<file path="config.mk">
export PLATFORM = sky130hd
export DESIGN_NAME = mult_clk_fail_det
export DESIGN_NICKNAME = d
export VERILOG_FILES = /design/src/rtl/cmfd_pkg.sv /design/src/rtl/cmfd_edge_sync.sv /design/src/rtl/cmfd_window.sv /design/src/rtl/mult_clk_fail_det.sv
export SDC_FILE = /design/constraint.sdc
export NUM_CORES = 1
export LEC_CHECK = 0
export BUFFER_PORTS_ARGS = -buffer_cell sky130_fd_sc_hd__buf_2
export CELL_PAD_IN_SITES_DETAIL_PLACEMENT = 0
export CELL_PAD_IN_SITES_GLOBAL_PLACEMENT = 1
export CORE_MARGIN = 5
export CORE_UTILIZATION = 40
export DETAILED_ROUTE_END_ITERATION = 16
export PLACE_DENSITY_LB_ADDON = 0.1
export SYNTH_ARGS = -nofsm -noshare
export SYNTH_HDL_FRONTEND = slang
export SYNTH_SLANG_ARGS = --single-unit
</file>
<file path="constraint.sdc">
create_clock -name clk -period 4.05 [get_ports clk]
set_input_delay 0.81 -clock clk [delete_from_list [all_inputs] [get_ports clk]]
set_output_delay 0.81 -clock clk [all_outputs]
set_load 0.03 [all_outputs]
</file>
<file path="src/rtl/cmfd_pkg.sv">
package cmfd_pkg;
    typedef enum logic [1:0] {
        S_OFF    = 2'd0,
        S_WATCH  = 2'd1,
        S_RELOCK = 2'd2
    } cmfd_state_e;

    localparam int CTL_W      = 4;
    localparam int CTL_DET    = 0;
    localparam int CTL_IRQ    = 1;
    localparam int CTL_CLR    = 2;
    localparam int CTL_RELOCK = 3;
endpackage

</file>
<file path="src/rtl/cmfd_edge_sync.sv">
module cmfd_edge_sync (
    input  logic clk,
    input  logic rst_n,
    input  logic async_in,
    output logic edge_seen
);
    logic meta_q, sync_q, prev_q;

    always_ff @(posedge clk or negedge rst_n) begin
        if (!rst_n) begin
            meta_q <= 1'b0;
            sync_q <= 1'b0;
            prev_q <= 1'b0;
        end else begin
            meta_q <= async_in;
            sync_q <= meta_q;
            prev_q <= sync_q;
        end
    end

    assign edge_seen = sync_q ^ prev_q;
endmodule

</file>
<file path="src/rtl/cmfd_window.sv">
module cmfd_window #(
    parameter int WIN_W = 4
) (
    input  logic             clk,
    input  logic             rst_n,
    input  logic             run,
    input  logic             edge_seen,
    input  logic             tick,
    input  logic [WIN_W-1:0] limit,
    output logic             expire
);
    logic [WIN_W-1:0] cnt_q;
    logic [WIN_W-1:0] eff_limit;
    logic [WIN_W-1:0] last_idx;

    assign eff_limit = (limit == '0) ? WIN_W'(1) : limit;
    assign last_idx  = eff_limit - WIN_W'(1);
    assign expire    = run && tick && !edge_seen && (cnt_q == last_idx);

    always_ff @(posedge clk or negedge rst_n) begin
        if (!rst_n) begin
            cnt_q <= '0;
        end else if (!run || edge_seen) begin
            cnt_q <= '0;
        end else if (tick) begin
            cnt_q <= expire ? '0 : cnt_q + WIN_W'(1);
        end
    end
endmodule

</file>
<file path="src/rtl/mult_clk_fail_det.sv">
module mult_clk_fail_det
    import cmfd_pkg::*;
#(
    parameter int WIN_W   = 4,
    parameter int WIN_DEF = 8
) (
    input  logic             clk,
    input  logic             rst_n,
    input  logic             ref_tick,
    input  logic             mon_toggle,
    input  logic             lock_done,
    input  logic             ctl_we,
    input  logic [3:0]       ctl_wdata,
    input  logic             win_we,
    input  logic [WIN_W-1:0] win_wdata,
    output logic             fail_flag,
    output logic             irq,
    output logic             relock_cmd
);
    cmfd_state_e      state_q, state_d;
    logic             det_en_q, irq_en_q;
    logic [WIN_W-1:0] win_q;
    logic             edge_seen, expire;
    logic             det_en_d, relock_wr, clr_wr;

    assign det_en_d  = ctl_we ? ctl_wdata[CTL_DET] : det_en_q;
    assign relock_wr = ctl_we && ctl_wdata[CTL_RELOCK];
    assign clr_wr    = ctl_we && ctl_wdata[CTL_CLR];

    cmfd_edge_sync u_sync (
        .clk       (clk),
        .rst_n     (rst_n),
        .async_in  (mon_toggle),
        .edge_seen (edge_seen)
    );

    cmfd_window #(.WIN_W(WIN_W)) u_win (
        .clk       (clk),
        .rst_n     (rst_n),
        .run       (state_q == S_WATCH),
        .edge_seen (edge_seen),
        .tick      (ref_tick),
        .limit     (win_q),
        .expire    (expire)
    );

    always_ff @(posedge clk or negedge rst_n) begin
        if (!rst_n) begin
            det_en_q <= 1'b0;
            irq_en_q <= 1'b0;
            win_q    <= WIN_W'(WIN_DEF);
        end else begin
            if (ctl_we) begin
                det_en_q <= ctl_wdata[CTL_DET];
                irq_en_q <= ctl_wdata[CTL_IRQ];
            end
            if (win_we) begin
                win_q <= win_wdata;
            end
        end
    end

    always_comb begin
        state_d = state_q;
        unique case (state_q)
            S_OFF: begin
                if (relock_wr)     state_d = S_RELOCK;
                else if (det_en_d) state_d = S_WATCH;
            end
            S_WATCH: begin
                if (relock_wr)      state_d = S_RELOCK;
                else if (!det_en_d) state_d = S_OFF;
            end
            S_RELOCK: begin
                if (!relock_wr && lock_done)
                    state_d = det_en_d ? S_WATCH : S_OFF;
            end
            default: state_d = S_OFF;
        endcase
    end

    always_ff @(posedge clk or negedge rst_n) begin
        if (!rst_n) state_q <= S_OFF;
        else        state_q <= state_d;
    end

    always_ff @(posedge clk or negedge rst_n) begin
        if (!rst_n) begin
            relock_cmd <= 1'b0;
            fail_flag  <= 1'b0;
        end else begin
            relock_cmd <= (state_d == S_RELOCK);
            if (expire)      fail_flag <= 1'b1;
            else if (clr_wr) fail_flag <= 1'b0;
        end
    end

    assign irq = fail_flag && irq_en_q;
endmodule

</file>
==> results of run 1 <==
## per-layer routing
layer	global-route usage (%)	up-vias	routed length, um
met2	20.67	7	724
met3	2.725	2	51
met1	12.63	263	588
li1	-	287	-
met5	0	-	0
met4	7.469	0	13
## registers in the layout, summed over array words and instances, names as in the netlist
register,count
det_en_q,1
fail_flag,1
irq_en_q,1
relock_cmd,1
state_q,2
u_sync.meta_q,1
u_sync.prev_q,1
u_sync.sync_q,1
u_win.cnt_q,4
win_q,4
## kinds of logic after synthesis
group / synth area share [%]
DFF: 53.62
adders and majority gates: 3.144
and+or+nand+nor: 17.14
xor gates and xnor gates: 5.504
muxes: 7.075
AOI/OAI and AO/OA: 12.11
buffers and inverters: 1.415
## layout by cell type, fill, tap and decap left out
cell type,netlist,routed
buf_2,0,17
dfrtp_1,16,16
nand2_1,6,6
mux2_2,5,5
o21ai_0,4,4
xor2_1,3,3
a21oi_1,3,3
nand3b_1,3,3
nand3_1,3,3
clkbuf_4,0,3
nor2_1,2,2
inv_1,2,2
a22oi_1,2,2
xnor2_1,2,2
ha_1,2,2
nor3_1,1,1
and3_1,1,1
and2_1,1,1
nor3b_2,1,1
nor2b_4,1,1
o21ai_1,1,1
nand2b_1,1,1
or2_0,1,1
a22oi_2,1,1
nor4_1,1,1
o211a_1,1,1
a32o_2,1,1
a21o_1,1,1
nand4_1,1,1
clkbuf_1,1,1
dfstp_2,1,1
## area by class of cell
class                   instances  share of cell area, %
flip-flops and latches         17                  45.53
multi-input cells              49                  38.18
repair buffers                 17                  9.079
well taps                      27                  3.605
clock buffers                   4                  2.804
inverters                       2                 0.8011
## how the worst min path moves through the flow
stage,from,to,slack [ns],cells past startpoint
2_1_floorplan,u_sync.meta_q$_DFF_PN0_,u_sync.sync_q$_DFF_PN0_,0.33,0
3_3_place_gp,u_sync.meta_q$_DFF_PN0_,u_sync.sync_q$_DFF_PN0_,0.33,0
3_5_place_dp,u_sync.meta_q$_DFF_PN0_,u_sync.sync_q$_DFF_PN0_,0.34,0
4_1_cts,u_sync.meta_q$_DFF_PN0_,u_sync.sync_q$_DFF_PN0_,0.36,0
5_1_grt,u_sync.meta_q$_DFF_PN0_,u_sync.sync_q$_DFF_PN0_,0.38,0
6_report,u_sync.meta_q$_DFF_PN0_,u_sync.sync_q$_DFF_PN0_,0.36,0
## power by group through the flow
stage / logic (mW) / clock network (mW) / registers, mW
final: 0.0491 / 0.0890 / 0.193
after global routing: 0.0558 / 0.0987 / 0.195
after CTS: 0.0505 / 0.0939 / 0.193
after detailed placement: 0.0502 / 0 / 0.197
after global placement: 0.0496 / 0 / 0.196
after floorplan: 0.0304 / 0 / 0.197
==> reports/qor.csv, run 1 <==
stage,metric,value,unit
run_status,run status,"finished, final reports clean",
sta,Max Transition Viols Final,0,
yosys,syn avg cell area,11.53,um^2
floorplanning,CORE AREA,1922,um^2
route,drt total wl,1377,um
clock_tree,H-tree depth,1,
yosys,"Distinct cells, synth",29,
final_layout,cell area after layout,937.1,um^2
yosys,post-synth top area cell,dfrtp_1,
placed_design,pre-CTS WS,2.345,ns
placed_design,buffers added on ports,17,
yosys,syn nets,86,
pwr,static leakage,0.4622,nW
setup_path,Worst setup EP type,output pin,
clock_tree,cts bufs inserted,3,
setup_path,Top delay family on crit path,flip-flops,
final_layout,nets@finish,107,
setup_path,RR Endpoint,fail_flag$_DFFE_PN0P_,
final_layout,area delta synth->final,17.77,%
yosys,sequential area share after synthesis,53.62,%
pwr,Sw Share,26.13,%
global_route,largest net degree at the start of global routing,18,
sta,endpoints failing hold,0,
setup_path,Crit Path Max Fanout,3,
clock_tree,CTS Buffer Depth,2,
pwr,net switching power,86.60,uW
setup_path,CP max stage cell,dfrtp_1,
pwr,Reg power frac,58.3,%
global_route,GRT Overall Usage,11.83,%
clock_tree,worst skew pair latency,0.29,ns
sta,Tmin final,1.821,ns
placed_design,post-DP HPWL,1035,um
sta,slack of the critical path,2.229,ns
yosys,Mapped Area,795.8,um^2
setup_path,critical path capture point,irq,
setup_path,worst reg2reg setup slack,2.34,ns
yosys,cells after synthesis,69,
yosys,share of the synthesized area in the top cell type,50.31,%
sta,Final setup viols,0,
placed_design,post-place instance area,910.9,um^2
yosys,Ys Warns,0,
yosys,Post-synth EDFFs,0,
setup_path,WP buf/inv,1,
floorplanning,# IOs,18,
final_layout,# diodes,0,
global_route,first-pass GRT wire length,2456,um
sta,Fin Clk Skew,0.003303,ns
sta,fin crit share,44.95,%
sta,Fmax,549.3,MHz
final_layout,multi-input combinational cell area,357.8,um^2
setup_path,startpoint types,flop,
pwr,Clk pwr share,26.9,%
clock_tree,cts hold-fix bufs,0,
sta,RSZ-0062 raised after global routing,no,
setup_path,Worst Path Arrival,1.01,ns
final_layout,final std cells w/o fill,116,
run,max cap viols,0,
floorplanning,Initial Utilization,41.41,%
min_path,path category of the worst min-delay check,flop to flop,
sta,setup TNS,0,ns
route,drt via density,4.819,
yosys,most numerous cell in the Yosys netlist,dfrtp_1,
pwr,final total power,331.3,uW
global_route,vias in the first global route,585,
floorplanning,Die ar.,2981,um^2
yosys,Synth top cells by count,"dfrtp_1 (16), nand2_1 (6), mux2_2 (5)",
setup_path,Crit Path Class,flop to output pin,
pwr,Pwr per Cell Area,353.6,nW/um^2
route,Pre-antenna DRT Iters,3,
floorplanning,row cnt,16,
route,Avg WL per Cell,11.87,um
setup_path,crit path cell chain,and2_1 -> buf_2,
floorplanning,die width,54.60,um
final_layout,register area,426.7,um^2
route,vias,559,
setup_path,CP required,3.24,ns
route,drt initial violations,5,
final_layout,Post-Route Utilization,48.76,%
setup_path,worst r2r src,win_q[1]$_DFFE_PN0P_,
sta,Slew HR,70.60,%
sta,Fin Hold WS,0.3598,ns
setup_path,Levels on crit path,2,
yosys,ys async rst share,100.0,%
yosys,dominant synthesized flop cell,dfrtp_1,
pwr,"IR drop worst, VDD",189.0,uV
global_route,total gr overflow,0,
setup_path,Critical Path Start,fail_flag$_DFFE_PN0P_,
clock_tree,CTS tree,built,
route,Routed Antenna Nets,0,
clock_tree,TritonCTS Sinks,17,
clock_tree,post-cts resize count,0,
final_layout,share of layout cells above drive strength 1,33.71,%
sta,slew of the pin with the lowest slew margin,0.4390,ns
yosys,top area cells in the synthesized netlist,"dfrtp_1 (50%), mux2_2 (7.1%), dfstp_2 (3.3%), xor2_1 (3.3%), ha_1 (3.1%)",
pwr,Internal Power,244.8,uW
clock_tree,Post-CTS Setup Bufs,0,
clock_tree,CTS clock-pin slew for the worst setup and hold paths,0.09,ns
global_route,initial antenna violation count,0,
placed_design,Placed Cells,112,
yosys,#FFs+latches synth,17,
clock_tree,clk root buf,clkbuf_4,
floorplanning,chip height,54.60,um
final_layout,# fillers,196,
setup_path,Max stage delay on crit path,0.40,ns
setup_path,R2R depth,7,
pwr,Logic pwr share,14.8,%
route,DRC,0,
placed_design,GPL Wtd Cong,0.6921,
(Power assumes the default switching activity.)
==> run 2, diff against run 1 <==
- clock period: 4.05 -> 1.7 ns (I/O delays scaled with it)
==> reports/qor.csv, run 2 (synthesis results as in run 1) <==
stage,metric,value,unit,change
floorplanning,CORE AREA,1922,um^2,unchanged
global_route,initial antenna violation count,0,,unchanged
global_route,total gr overflow,0,,unchanged
setup_path,crit path cell chain,nor3_2 -> nor2_1 -> ha_2 -> xor2_1 -> xnor2_1 -> o211a_1 -> a32o_2,,
placed_design,post-place instance area,940.9,um^2,+3.3%
setup_path,WP buf/inv,0,,-1
sta,Fin Hold WS,0.1601,ns,-0.1997 ns
global_route,largest net degree at the start of global routing,18,,unchanged
sta,slack of the critical path,0.05860,ns,-2.171 ns
setup_path,CP max stage cell,dfstp_2,,
route,Routed Antenna Nets,0,,unchanged
final_layout,nets@finish,112,,+4.7%
pwr,Internal Power,596.9,uW,+140%
clock_tree,clk root buf,clkbuf_4,,
pwr,Reg power frac,56.6,%,-1.7 points
floorplanning,Die ar.,2981,um^2,unchanged
sta,Tmin final,1.641,ns,
setup_path,CP required,1.88,ns,-1.36 ns
setup_path,Crit Path Max Fanout,5,,+2
final_layout,Largest regs,"u_win.cnt_q x4, win_q x4, state_q x2",,
setup_path,Worst setup EP type,flop,,
final_layout,cell area after layout,984.7,um^2,+5.1%
global_route,vias in the first global route,607,,+3.8%
clock_tree,H-tree depth,1,,unchanged
pwr,Clk pwr share,25.6,%,-1.3 points
setup_path,Crit Path Class,flop to flop,,
sta,RSZ-0062 raised after global routing,yes,,
placed_design,post-DP HPWL,1056,um,+2.0%
clock_tree,worst skew pair latency,0.28,ns,about the same
clock_tree,TritonCTS Sinks,17,,unchanged
floorplanning,Initial Utilization,41.41,%,unchanged
run,max cap viols,0,,unchanged
route,DRC,0,,unchanged
setup_path,Top delay family on crit path,flip-flops,,
sta,Fmax,609.2,MHz,
final_layout,Post-Route Utilization,51.24,%,+2.5 points
final_layout,# diodes,0,,unchanged
pwr,Logic pwr share,17.8,%,+3.0 points
pwr,static leakage,0.4867,nW,+5.3%
floorplanning,die width,54.60,um,unchanged
setup_path,worst reg2reg setup slack,0.06,ns,-2.28 ns
route,Pre-antenna DRT Iters,3,,unchanged
pwr,Sw Share,25.29,%,-0.84 points
final_layout,"commonest non-fill, non-tap cell in the layout",buf_2,,
pwr,Pwr per Cell Area,811.4,nW/um^2,+130%
setup_path,Critical Path Start,win_q[3]$_DFFE_PN1P_,,
setup_path,worst r2r src,win_q[3]$_DFFE_PN1P_,,
sta,endpoints failing hold,0,,unchanged
clock_tree,cts bufs inserted,3,,unchanged
pwr,net switching power,202.1,uW,+130%
placed_design,GPL Wtd Cong,0.6787,,-1.9%
pwr,"IR drop worst, VDD",542.2,uV,+190%
setup_path,startpoint types,flop,,
min_path,hold path start,mon_toggle,,
run_status,run status,"finished, final reports clean",,
route,Avg WL per Cell,10.94,um,-7.8%
sta,Fin Clk Skew,0.001432,ns,-0.001870 ns
global_route,met1 GRT Util,15.56,%,+2.9 points
final_layout,"commonest non-fill, non-tap cells in the layout","buf_2 (17), dfrtp_1 (16), nand2_1 (6)",,
min_path,Worst Hold End,u_sync.meta_q$_DFF_PN0_,,
global_route,met3 Usage GRT,3.270,%,+0.54 points
placed_design,pre-CTS WS,0.05987,ns,-2.286 ns
floorplanning,# IOs,18,,unchanged
clock_tree,CTS tree,built,,
global_route,met2 Track Usage GR,18.70,%,-2.0 points
setup_path,R2R depth,7,,unchanged
setup_path,Max stage delay on crit path,0.54,ns,+0.14 ns
setup_path,Worst Path Arrival,1.82,ns,+0.81 ns
clock_tree,CTS Buffer Depth,2,,unchanged
sta,Max Transition Viols Final,0,,unchanged
route,drt via density,4.826,,+0.16%
floorplanning,chip height,54.60,um,unchanged
floorplanning,row cnt,16,,unchanged
route,drt initial violations,4,,-1
min_path,path category of the worst min-delay check,primary input to flop,,
clock_tree,Post-CTS Setup Bufs,0,,unchanged
sta,fin crit share,96.55,%,
sta,Final setup viols,0,,unchanged
sta,Slew HR,71.56,%,+0.96 points
setup_path,RR Endpoint,fail_flag$_DFFE_PN0P_,,
global_route,first-pass GRT wire length,2553,um,+3.9%
clock_tree,CTS clock-pin slew for the worst setup and hold paths,0.09,ns,about the same
final_layout,area delta synth->final,23.74,%,
global_route,gr busiest metal,met2,,
sta,slew of the pin with the lowest slew margin,0.4247,ns,-0.01432 ns
final_layout,share of layout cells above drive strength 1,38.30,%,+4.6 points
route,vias,584,,+4.5%
global_route,GRT Overall Usage,12.18,%,+0.35 points
placed_design,buffers added on ports,17,,unchanged
min_path,hold path cells,1,,+1
route,drt total wl,1324,um,-3.8%
==> run 2: changes by cell type in the layout (fill, tap and decap cells not counted), sizes merged <==
cell,before,now
dlygate4sd3,0,1
buf,17,21
==> run 2: how the worst max path moves through the flow <==
| stage | to | slack [ns] | depth (start not counted) |
|---|---|---|---|
| CTS | fail_flag$_DFFE_PN0P_ | 0.05 | 7 |
| detailed placement | fail_flag$_DFFE_PN0P_ | 0.06 | 7 |
| global placement | fail_flag$_DFFE_PN0P_ | 0.07 | 7 |
| floorplan | fail_flag$_DFFE_PN0P_ | 0.09 | 7 |
| global route | fail_flag$_DFFE_PN0P_ | -0.06 | 7 |
| finish | fail_flag$_DFFE_PN0P_ | 0.06 | 7 |
==> run 2: final cells by class <==
| cell class | count | area [um^2] |
|---|---|---|
| clock buffers | 4 | 26.28 |
| well taps | 27 | 33.78 |
| repair buffers | 22 | 125.1 |
| flip-flops and latches | 17 | 426.7 |
| multi-input cells | 49 | 365.4 |
| inverters | 2 | 7.507 |
| fillers | 197 | 937.1 |
==> run 2: power by group through the flow <==
stage          Sequential [mW]  Combinational [mW]  Clock [mW]
2_1_floorplan            0.470              0.0723           0
3_3_place_gp             0.459               0.140           0
3_5_place_dp             0.459               0.142           0
4_1_cts                  0.451               0.144       0.219
5_1_grt                  0.457               0.164       0.236
6_report                 0.452               0.142       0.204
==> run 2: per-stage QoR <==
stage                     power, mW  instances  TNS, ns
after floorplan              0.5419         69        0
after global routing         0.8567        121  -0.1953
after CTS                    0.8147        121        0
after global placement       0.5989        116        0
final                        0.7990        121        0
after detailed placement     0.6016        116        0
==> run 2: repair_timing <==
item / 4_1_cts / 5_1_grt
endpoints found under the setup margin: 0 / 5
gates resized for setup: 0 / 4
endpoints found under the hold margin: 16 / 0
hold buffers: 1 / 0
==> run 2: metal layers <==
layer / vias up / wire [um]
li1: 299 / -
met1: 274 / 595
met2: 9 / 657
met3: 2 / 58
met4: 0 / 12
met5: - / 0
==> run 3, diff against run 2 <==
- CORE_UTILIZATION: 40 -> 42
- CTS_BUF_LIST: unset -> sky130_fd_sc_hd__clkbuf_8
- SKIP_LAST_GASP: unset -> 1
==> reports/qor.csv, run 3 (synthesis results as in run 1) <==
stage,metric,value,unit,change
pwr,Clk pwr share,34.5,%,+8.9 points
global_route,largest net degree at the start of global routing,18,,unchanged
setup_path,Crit Path Class,flop to flop,,
clock_tree,Post-CTS Setup Bufs,0,,unchanged
sta,Fmax,600.6,MHz,-1.4%
route,vias,598,,+2.4%
setup_path,worst r2r src,win_q[1]$_DFFE_PN0P_,,
global_route,GRT Overall Usage,13.06,%,+0.88 points
route,Avg WL per Cell,11.97,um,+9.4%
min_path,hold path cells,1,,unchanged
pwr,Sw Share,26.06,%,+0.77 points
run_status,run status,"finished, final reports clean",,
min_path,Worst Hold End,u_sync.meta_q$_DFF_PN0_,,
global_route,first-pass GRT wire length,2635,um,+3.2%
sta,fin crit share,97.94,%,+1.4 points
clock_tree,CTS Buffer Depth,2,,unchanged
final_layout,area delta synth->final,25.94,%,
clock_tree,H-tree depth,1,,unchanged
floorplanning,row cnt,15,,-1
sta,Final setup viols,0,,unchanged
route,Pre-antenna DRT Iters,4,,+1
final_layout,share of layout cells above drive strength 1,38.30,%,unchanged
placed_design,Placed Cells,114,,-1.7%
floorplanning,chip height,53.53,um,-2.0%
clock_tree,TritonCTS Sinks,17,,unchanged
clock_tree,worst skew pair latency,0.25,ns,-0.03 ns
final_layout,final std cells w/o fill,119,,-1.7%
min_path,path category of the worst min-delay check,primary input to flop,,
route,drt initial violations,6,,+2
global_route,total gr overflow,0,,unchanged
floorplanning,Initial Utilization,45.11,%,+3.7 points
clock_tree,clk root buf,clkbuf_8,,
floorplanning,CORE AREA,1764,um^2,-8.2%
pwr,Internal Power,670.4,uW,+12%
pwr,Pwr per Cell Area,904.8,nW/um^2,+12%
setup_path,worst reg2reg setup slack,0.03,ns,-0.02 ns
placed_design,buffers added on ports,17,,unchanged
sta,Tmin final,1.665,ns,+0.02364 ns
route,DRC,0,,unchanged
setup_path,RR Endpoint,fail_flag$_DFFE_PN0P_,,
final_layout,# diodes,0,,unchanged
final_layout,Largest regs,"u_win.cnt_q x4, win_q x4, state_q x2",,
pwr,Reg power frac,49.9,%,-6.7 points
sta,Slew HR,70.07,%,-1.5 points
clock_tree,CTS tree,built,,
final_layout,"commonest non-fill, non-tap cell in the layout",buf_2,,
floorplanning,# IOs,18,,unchanged
route,drt total wl,1425,um,+7.6%
global_route,initial antenna violation count,0,,unchanged
sta,RSZ-0062 raised after global routing,yes,,
setup_path,Crit Path Max Fanout,5,,unchanged
final_layout,# fillers,172,,-13%
global_route,vias in the first global route,617,,+1.6%
pwr,net switching power,236.3,uW,+17%
route,Routed Antenna Nets,0,,unchanged
sta,Fin Clk Skew,0.002262,ns,+0.0008294 ns
run,max cap viols,0,,unchanged
setup_path,Worst setup EP type,flop,,
placed_design,GPL Wtd Cong,0.7201,,+6.1%
setup_path,startpoint types,flop,,
setup_path,R2R depth,7,,unchanged
sta,Max Transition Viols Final,0,,unchanged
floorplanning,Die ar.,2865,um^2,-3.9%
pwr,Logic pwr share,15.6,%,-2.2 points
min_path,hold path start,mon_toggle,,
final_layout,"commonest non-fill, non-tap cells in the layout","buf_2 (17), dfrtp_1 (16), nand2_1 (6)",,
sta,slew of the pin with the lowest slew margin,0.4470,ns,+0.02226 ns
pwr,static leakage,0.4940,nW,+1.5%
clock_tree,CTS clock-pin slew for the worst setup and hold paths,0.07,ns,-0.02 ns
clock_tree,cts bufs inserted,3,,unchanged
floorplanning,die width,53.53,um,-2.0%
final_layout,nets@finish,112,,unchanged
sta,endpoints failing hold,0,,unchanged
setup_path,CP required,1.85,ns,-0.03 ns
placed_design,post-DP HPWL,1094,um,+3.6%
setup_path,Worst Path Arrival,1.81,ns,about the same
route,drt via density,5.025,,+4.1%
sta,setup TNS,0,ns,unchanged
pwr,"IR drop worst, VDD",694.4,uV,+28%
-- run 3: layout make-up --
class / instances / area, um^2 / area share [%]
flip-flops and latches: 17 / 426.7 / 42.57
multi-input cells: 49 / 362.8 / 36.20
repair buffers: 22 / 125.1 / 12.48
clock buffers: 3 / 41.29 / 4.120
well taps: 25 / 31.28 / 3.121
clock inverters: 1 / 7.507 / 0.7491
inverters: 2 / 7.507 / 0.7491
-- run 3: worst max path at each step --
stage	from	to	cells past startpoint
floorplan	win_q[1]$_DFFE_PN0P_	fail_flag$_DFFE_PN0P_	7
global placement	win_q[1]$_DFFE_PN0P_	fail_flag$_DFFE_PN0P_	7
detailed placement	win_q[1]$_DFFE_PN0P_	fail_flag$_DFFE_PN0P_	7
CTS	win_q[1]$_DFFE_PN0P_	fail_flag$_DFFE_PN0P_	7
global route	win_q[3]$_DFFE_PN1P_	fail_flag$_DFFE_PN0P_	7
finish	win_q[1]$_DFFE_PN0P_	fail_flag$_DFFE_PN0P_	7
-- run 3: through the flow --
step	setup WS [ns]	area, um^2	power, mW	util, %	hold WS [ns]
after floorplan	0.09136	795.8	0.5419	-	0.04441
after global placement	0.06392	938.4	0.5991	53.19	0.2831
after detailed placement	0.02425	938.4	0.6013	53.19	0.2764
after CTS	0.01174	997.2	0.9194	56.52	0.1805
after global routing	-0.07332	1002	0.9549	56.81	0.1839
final	0.03496	1002	0.9068	56.81	0.1850
-- run 3: power groups by stage --
stage | sequential, mW | combinational (mW) | clock [mW]
6_report | 0.452 | 0.141 | 0.313
3_3_place_gp | 0.459 | 0.140 | 0
3_5_place_dp | 0.459 | 0.142 | 0
5_1_grt | 0.456 | 0.161 | 0.337
4_1_cts | 0.452 | 0.144 | 0.324
2_1_floorplan | 0.470 | 0.0723 | 0
-- run 3: critical path, stage by stage (launching register included) --
cell     delay (ns)
dfrtp_1        0.39
nor3_2         0.17
nor2_1         0.06
ha_1           0.20
xor2_1         0.17
xnor2_1        0.13
o211a_1        0.17
a32o_2         0.28
-- run 3: timing repair --
action | CTS | global route
gates resized for setup | 0 | 2
endpoints found under the hold margin | 2 | 0
setup endpoints to repair | 0 | 5
hold buffers | 1 | 0
-- run 3: per-layer routing --
metal / vias to the layer above / global-route usage (%) / wire (um)
li1: 298 / - / -
met1: 287 / 14.86 / 646
met2: 11 / 22.45 / 692
met3: 2 / 5.070 / 72
met4: 0 / 3.830 / 13
met5: - / 0 / 0
